**config.mk**
```make
export PLATFORM = sky130hd
export DESIGN_NAME = restart_ctl
export DESIGN_NICKNAME = d
export VERILOG_FILES = /design/src/rtl/restart_pkg.sv /design/src/rtl/restart_ctrl.sv /design/src/rtl/restart_datapath.sv /design/src/rtl/restart_ctl.sv
export SDC_FILE = /design/constraint.sdc
export NUM_CORES = 1
export LEC_CHECK = 0
export ABC_AREA = 1
export BUFFER_PORTS_ARGS = -buffer_cell sky130_fd_sc_hd__buf_2
export CAP_MARGIN = 20
export CORE_MARGIN = 1.5
export CORE_UTILIZATION = 25
export CTS_CLUSTER_SIZE = 25
export DETAILED_ROUTE_END_ITERATION = 10
export PLACE_DENSITY = 0.58
export SYNTH_ARGS = -nofsm -noshare
export SYNTH_HDL_FRONTEND = slang
export SYNTH_SLANG_ARGS = --single-unit
```
**constraint.sdc**
```tcl
create_clock -name clk -period 0.9 [get_ports clk]
set_input_delay 0.135 -clock clk [delete_from_list [all_inputs] [get_ports clk]]
set_output_delay 0.135 -clock clk [all_outputs]
set_load 0.05 [all_outputs]
```
**src/rtl/restart_pkg.sv**
```systemverilog
package restart_pkg;

  // Fixed fields below the diagnostic flags in the status word.
  localparam int ARM_BIT    = 0;
  localparam int PWR_BIT    = 1;
  localparam int HALT_BIT   = 2;
  localparam int FIXED_BITS = 3;

  // Strobes from control to datapath.
  typedef struct packed {
    logic startPulse;  // automatic reset begins at this edge
    logic capDiag;     // halt rose: capture the error sources
    logic inReset;     // reset output currently high
  } ctlStrobe_t;

endpackage

```
**src/rtl/restart_ctrl.sv**
```systemverilog
module restart_ctrl
  import restart_pkg::*;
#(
  parameter int RST_CYCLES = 4
) (
  input  logic       clk,
  input  logic       porRstN,
  input  logic       cpuStopped,
  input  logic       armedIn,
  output ctlStrobe_t strb,
  output logic       cpuReset,
  output logic       halted
);

  localparam int CW = (RST_CYCLES > 1) ? $clog2(RST_CYCLES) : 1;
  localparam logic [CW-1:0] LOAD_VAL = CW'(RST_CYCLES - 1);

  logic          stopPrev;
  logic          resetQ;
  logic [CW-1:0] cnt;
  logic          haltQ;
  logic          stopRise;

  assign stopRise = cpuStopped & ~stopPrev;

  always_comb begin
    strb.startPulse = stopRise & armedIn;
    strb.capDiag    = stopRise;
    strb.inReset    = resetQ;
  end

  // Reset pulse generator: high during power-on, then once per armed halt.
  always_ff @(posedge clk or negedge porRstN) begin
    if (!porRstN) begin
      stopPrev <= 1'b0;
      resetQ   <= 1'b1;
      cnt      <= '0;
    end else begin
      stopPrev <= cpuStopped;
      if (stopRise && armedIn) begin
        resetQ <= 1'b1;
        cnt    <= LOAD_VAL;
      end else if (resetQ) begin
        if (cnt == '0) resetQ <= 1'b0;
        else           cnt    <= cnt - 1'b1;
      end
    end
  end

  // Halt flag: halt seen without an armed restart.
  always_ff @(posedge clk or negedge porRstN) begin
    if (!porRstN)                 haltQ <= 1'b0;
    else if (stopRise && !armedIn) haltQ <= 1'b1;
    else if (!cpuStopped)          haltQ <= 1'b0;
  end

  assign cpuReset = resetQ;
  assign halted   = haltQ;

endmodule

```
**src/rtl/restart_datapath.sv**
```systemverilog
module restart_datapath
  import restart_pkg::*;
#(
  parameter int NSRC = 4
) (
  input  logic                       clk,
  input  logic                       porRstN,
  input  ctlStrobe_t                 strb,
  input  logic                       armWr,
  input  logic                       pwrAckWr,
  input  logic [NSRC-1:0]            diagClrWr,
  input  logic [NSRC-1:0]            errSrc,
  input  logic                       haltIn,
  output logic                       armedOut,
  output logic [NSRC+FIXED_BITS-1:0] status
);

  logic            armedQ;
  logic            pwrQ;
  logic [NSRC-1:0] diagQ;

  // Arm latch: software sets it, any reset clears it.
  always_ff @(posedge clk or negedge porRstN) begin
    if (!porRstN)                            armedQ <= 1'b0;
    else if (strb.inReset || strb.startPulse) armedQ <= 1'b0;
    else if (armWr)                           armedQ <= 1'b1;
  end

  // Power-up latch: only power-on sets it.
  always_ff @(posedge clk or negedge porRstN) begin
    if (!porRstN)      pwrQ <= 1'b1;
    else if (pwrAckWr) pwrQ <= 1'b0;
  end

  // One sticky latch per error source; capture beats clear.
  for (genvar i = 0; i < NSRC; i++) begin : g_diag
    logic bitQ;
    always_ff @(posedge clk or negedge porRstN) begin
      if (!porRstN)                      bitQ <= 1'b0;
      else if (strb.capDiag && errSrc[i]) bitQ <= 1'b1;
      else if (diagClrWr[i])             bitQ <= 1'b0;
    end
    assign diagQ[i] = bitQ;
  end

  always_comb begin
    status           = '0;
    status[ARM_BIT]  = armedQ;
    status[PWR_BIT]  = pwrQ;
    status[HALT_BIT] = haltIn;
    status[NSRC+FIXED_BITS-1:FIXED_BITS] = diagQ;
  end

  assign armedOut = armedQ;

endmodule

```
**src/rtl/restart_ctl.sv**
```systemverilog
module restart_ctl
  import restart_pkg::*;
#(
  parameter int NSRC       = 4,
  parameter int RST_CYCLES = 4
) (
  input  logic                       clk,
  input  logic                       porRstN,
  input  logic                       cpuStopped,
  input  logic                       armWr,
  input  logic                       pwrAckWr,
  input  logic [NSRC-1:0]            diagClrWr,
  input  logic [NSRC-1:0]            errSrc,
  output logic                       cpuReset,
  output logic [NSRC+FIXED_BITS-1:0] statusWord,
  output logic                       halted
);

  localparam int STAT_W = NSRC + FIXED_BITS;

  ctlStrobe_t       strb;
  logic             armed;
  logic             haltInt;
  logic [STAT_W-1:0] statusInt;

  restart_ctrl #(.RST_CYCLES(RST_CYCLES)) u_ctrl (
    .clk        (clk),
    .porRstN    (porRstN),
    .cpuStopped (cpuStopped),
    .armedIn    (armed),
    .strb       (strb),
    .cpuReset   (cpuReset),
    .halted     (haltInt)
  );

  restart_datapath #(.NSRC(NSRC)) u_dp (
    .clk       (clk),
    .porRstN   (porRstN),
    .strb      (strb),
    .armWr     (armWr),
    .pwrAckWr  (pwrAckWr),
    .diagClrWr (diagClrWr),
    .errSrc    (errSrc),
    .haltIn    (haltInt),
    .armedOut  (armed),
    .status    (statusInt)
  );

  assign halted     = haltInt;
  assign statusWord = statusInt;

endmodule

```
* Word level (Yosys, flattened, before mapping)
Cells that the tools add are included.
Operators by class: add/subtract/negate cells 1, eq/ne operators 2, mux-type cells 18, bitwise operators 3, reduce and logical (&&, ||, !) cells 16
Operators by type and width (count):
- 2-to-1 mux 1 bit | 15
- nonzero test 2 bit | 6
- logical AND 1 bit | 6
- 2-to-1 mux 2 bit | 3
- != test 2 x 1 -> 1 bit, second input constant | 2
- AND 1 bit | 2
- zero test 2 bit | 1
- AND reduction 2 bit | 1
- subtractor 2 x 1 -> 2 bit, second input constant | 1
- zero test 1 bit | 1
- logical OR 1 bit | 1
- inverter 1 bit | 1
Storage, ports and cells: flip-flop bits (word level) 11, input bits 13, output and inout port bits 9, logic and storage cells 50

* Longest topological paths before layout
word-level depth 5, gate-level depth with buffers 6, gate-level depth less buffers 6

* By module
A second synthesis with hierarchy kept.
Second synthesis, totals: cell total of the unflattened synthesis 64, area, all modules 531.8 um^2
By module, submodules not included:
- restart_datapath | instances 1, cells an instance 36, area an instance 290.3 um^2, seq. area each 151.4 um^2
- restart_ctrl | instances 1, cells an instance 28, area an instance 241.5 um^2, seq. area each 126.4 um^2

* Worst setup path after synthesis
No wires, ideal clock.
kind reg2reg, start reg u_ctrl.resetQ, in the netlist u_ctrl.cpuReset, end reg u_ctrl.cnt[0], setup time 0.126 ns, data arrival time 0.931 ns, data required time 0.774 ns, path slack -0.157 ns, cell stages (with the launch flop) 4, path buffers 0, period minus slack after synthesis 1.057 ns, cells stage by stage dfstp_2 -> nand2_1 -> nand2_1 -> nand3_1
On the way: cells in the longest elaborated chain, start to end 2
RTL lines:
- start, declared | line restart_ctrl.sv:19 | logic resetQ;
- start signal, assigned | line restart_ctrl.sv:36 | resetQ <= 1'b1;
- start signal, assigned | line restart_ctrl.sv:41 | resetQ <= 1'b1;
- start signal, assigned | line restart_ctrl.sv:44 | if (cnt == '0) resetQ <= 1'b0;
- nonzero test 2 bit (no source line)
- AND reduction 2 bit (no source line)
- end signal, assigned | line restart_ctrl.sv:45 | else cnt <= cnt - 1'b1;
- end, declared | line restart_ctrl.sv:20 | logic [CW-1:0] cnt;
No other way between the ends. A chain may end at the register's enable or synchronous reset.

* Final worst setup path
start reg u_ctrl.resetQ, in the netlist u_ctrl.cpuReset, end out cpuReset
RTL lines:
- end, declared | line restart_ctl.sv:14 | output logic cpuReset,
No word-level cell between the ends.

==> flow_summary.toml <==
[drt]
route.detailed.drc = 0
firstDrtPassIters = 2
route.detailed.vias_per_inst = 3.79
via_count = 413
finalWirelength_um = 932
ant_nets = 0
wire_length_per_cell_um = 8.55
detailedRoute.firstIterationViolations = 2

[job]
max-cap-violations = 0

[global_routing]
first_pass_grt_wire_length_mm = 1.55
number_of_global_route_vias_before_repair = 396
grt_remaining_overflow = 0
antenna_found_initial = 0
grt_util_all_layers_pct = 10.4
grt_max_degree = 12

[timing]
rsz0062_at_grt = "true"
worst_slew_pin_slew_ns = 0.243
setup_total_negative_slack_ns = -0.983
worst_slack_ns = -0.197
fin_crit_sh_pct = 122
max_frequency_mhz = 911
final_hold_viol_count = 0
report.final.setup_viol = 12
fin_worst_skew_ns = 0.000309
period_needed_ns = 1.10
hold-worst-slack_ns = 0.0158
max-slew-margin-rel_pct = 83.8
slew_violations = 0

[worst_setup_path]
critical_path.reg2reg.endpoint = "u_ctrl.cnt[0]"
slowest_stage_cell_crit_path = "dfstp_2"
critical_path.reg2reg.startpoint = "u_ctrl.cpuReset"
critical_path_arrival_ns = 0.96
cp_num_buf_inv = 1
path_delay_family = "flip-flops"
reg2reg_slack_ns = -0.10
timing.critical_path.slowest_cell_delay_ns = 0.55
crit_required_ns = 0.76
critPathLaunchType = "register"
setup.worst_path.end_class = "output port"
crit_chain = "buf_8"
timing.setup.critical_path_class = "register to output port"
worstRegToRegCells = 4
cp_max_fo = 2

[synth]
netlist_instances = 58
synth_warnings = 0
synth-seq-cells = 11
synth.lib_cells_used.distinct = 11
synth_fp_nets = 72
syn_area_per_cell_um2 = 8.63
netlist_area_um2 = 500
ys_seq_area_share_pct = 55.5

[clock_network]
clkSlewWorstSetupHoldPaths_ns = 0.06
numClockSinks = 11
cts-root-to-sink-buffers = 2
cts_inserted_buffers = 3
clk_latency_ns = 0.26
clock_tree.htree_level_count = 1
clock-root-buffer = "clkbuf_4"
tritoncts = "yes"

[finish]
finish.instance_area_um2 = 738
net_count_reported_at_finish = 97
fin_util_pct = 38.4
antenna-diode-count = 0
stdcell_count = 109
drive_above_1_share_pct = 45.1
filler_cell_count = 207
relative_area_change_from_synthesis_to_final_layout_pct = 47.5

[pwr]
share_seq_of_total_power_pct = 34.9
power_per_cell_area_nw_per_um2 = 2810
power_frac_clock_pct = 15.6
peakVddDrop_mv = 1.10
cellInternalPower_mw = 1.24
p_leak_nw = 0.416
post-layout-total-power_mw = 2.07
power_frac_comb_pct = 49.5
switchingPower_uw = 830
switching_share_pct = 40.1

[worst_hold_path]
hold_path_end = "u_ctrl.stopPrev"
min_path_cells = 1
hp-start = "cpuStopped"
hold_path_class = "primary input to register"

[floorplan]
coreArea_um2 = 1920
die_area_um2 = 2280
die_height_um = 47.7
start_util_pct = 26.0
die_width_um = 47.7
number_of_core_rows = 16
pin_count = 22

[place]
numPlacedInstances = 100
gp_congestion = 0.661
postPlaceCellArea_um2 = 598
detailedPlace.worstSlack_ns = -0.114
dp_hpwl_um = 655
placement.io_buffers = 21

[status]
violations = "negative setup slack"
status = "finished, violations left"
cell usage in the layout, fill, tap and decap left out:
| master | n |
|---|---|
| inv_2 | 3 |
| ha_2 | 1 |
| buf_6 | 7 |
| nand2_2 | 1 |
| nor2_1 | 2 |
| o21bai_1 | 1 |
| dfstp_2 | 2 |
| buf_8 | 2 |
| inv_1 | 9 |
| clkbuf_1 | 1 |
| buf_2 | 12 |
| buf_4 | 4 |
| nand2_1 | 17 |
| nand3_1 | 4 |
| clkbuf_4 | 3 |
| dfrtp_2 | 1 |
| o21ai_0 | 1 |
| dlygate4sd3_1 | 2 |
| nand3_2 | 1 |
| dfrtp_1 | 8 |
cells in the mapped netlist, drive strengths merged:
cell type  number  area [µm²]
nand2          18        67.6
inv            12        45.0
dfrtp           9         225
buf             7        52.6
nand3           5        25.0
dfstp           2        52.6
nor2            2        7.51
ha              1        12.5
o21ai           1        5.00
o21bai          1        7.51
timing repair:
action,4_1_cts,5_1_grt
hold buffers,2,0
setup endpoints to repair,12,13
cloned,0,0
hold endpoints to repair,12,0
buffers inserted,2,1
resized for setup,21,3
worst max-delay path by stage:
stage                          from             to  slack (ns)  depth (start not counted)
floorplan           u_ctrl.cpuReset  u_ctrl.cnt[0]       -0.13                          3
global placement    u_ctrl.cpuReset       cpuReset       -0.06                          1
detailed placement    u_ctrl.cnt[0]  u_ctrl.cnt[0]       -0.11                          6
CTS                 u_ctrl.cpuReset       cpuReset       -0.21                          1
global route        u_ctrl.cpuReset       cpuReset       -0.23                          1
finish              u_ctrl.cpuReset       cpuReset       -0.20                          1
sequential cells by signal, summed over array words and instances (netlist names):
name              count
u_dp.g_diag.bitQ      4
u_ctrl.cnt            2
u_ctrl.cpuReset       1
u_ctrl.halted         1
u_ctrl.stopPrev       1
u_dp.armedOut         1
u_dp.pwrQ             1
final cells by class:
| cell class | count | area (µm²) | area share [%] |
|---|---|---|---|
| inverters | 12 | 45.0 | 6.10 |
| multi-input cells | 28 | 135 | 18.3 |
| flip-flops and latches | 11 | 279 | 37.8 |
| repair buffers | 27 | 219 | 29.7 |
| clock buffers | 4 | 26.3 | 3.56 |
| well taps | 27 | 33.8 | 4.58 |
metal layers:
layer | wire [µm] | part of all wire, % | vias up | GRT usage, %
met1 | 373 | 40 | 181 | 10.0
met2 | 495 | 53 | 18 | 18.7
met4 | 14 | 1.5 | 0 | 4.86
met5 | 0 | 0 | - | 0
met3 | 48 | 5.2 | 2 | 4.53
li1 | - | - | 212 | -
cells by family after synthesis:
logic type	count (synthesis)	synth area share, %
AND/OR/NAND/NOR	25	20.0
buffers and inverters	19	19.5
flip-flops	11	55.5
AO/OA/AOI/OAI	2	2.50
adder cells (fa/ha/maj)	1	2.50
power groups by stage:
| stage | clock network (mW) | registers (mW) | logic, mW |
|---|---|---|---|
| 2_1_floorplan | 0 | 0.833 | 0.494 |
| 3_3_place_gp | 0 | 0.728 | 0.717 |
| 5_1_grt | 0.368 | 0.736 | 1.12 |
| 6_report | 0.323 | 0.722 | 1.03 |
| 4_1_cts | 0.340 | 0.719 | 0.966 |
| 3_5_place_dp | 0 | 0.730 | 0.745 |
Note: power is estimated with default switching activity, not from simulation.
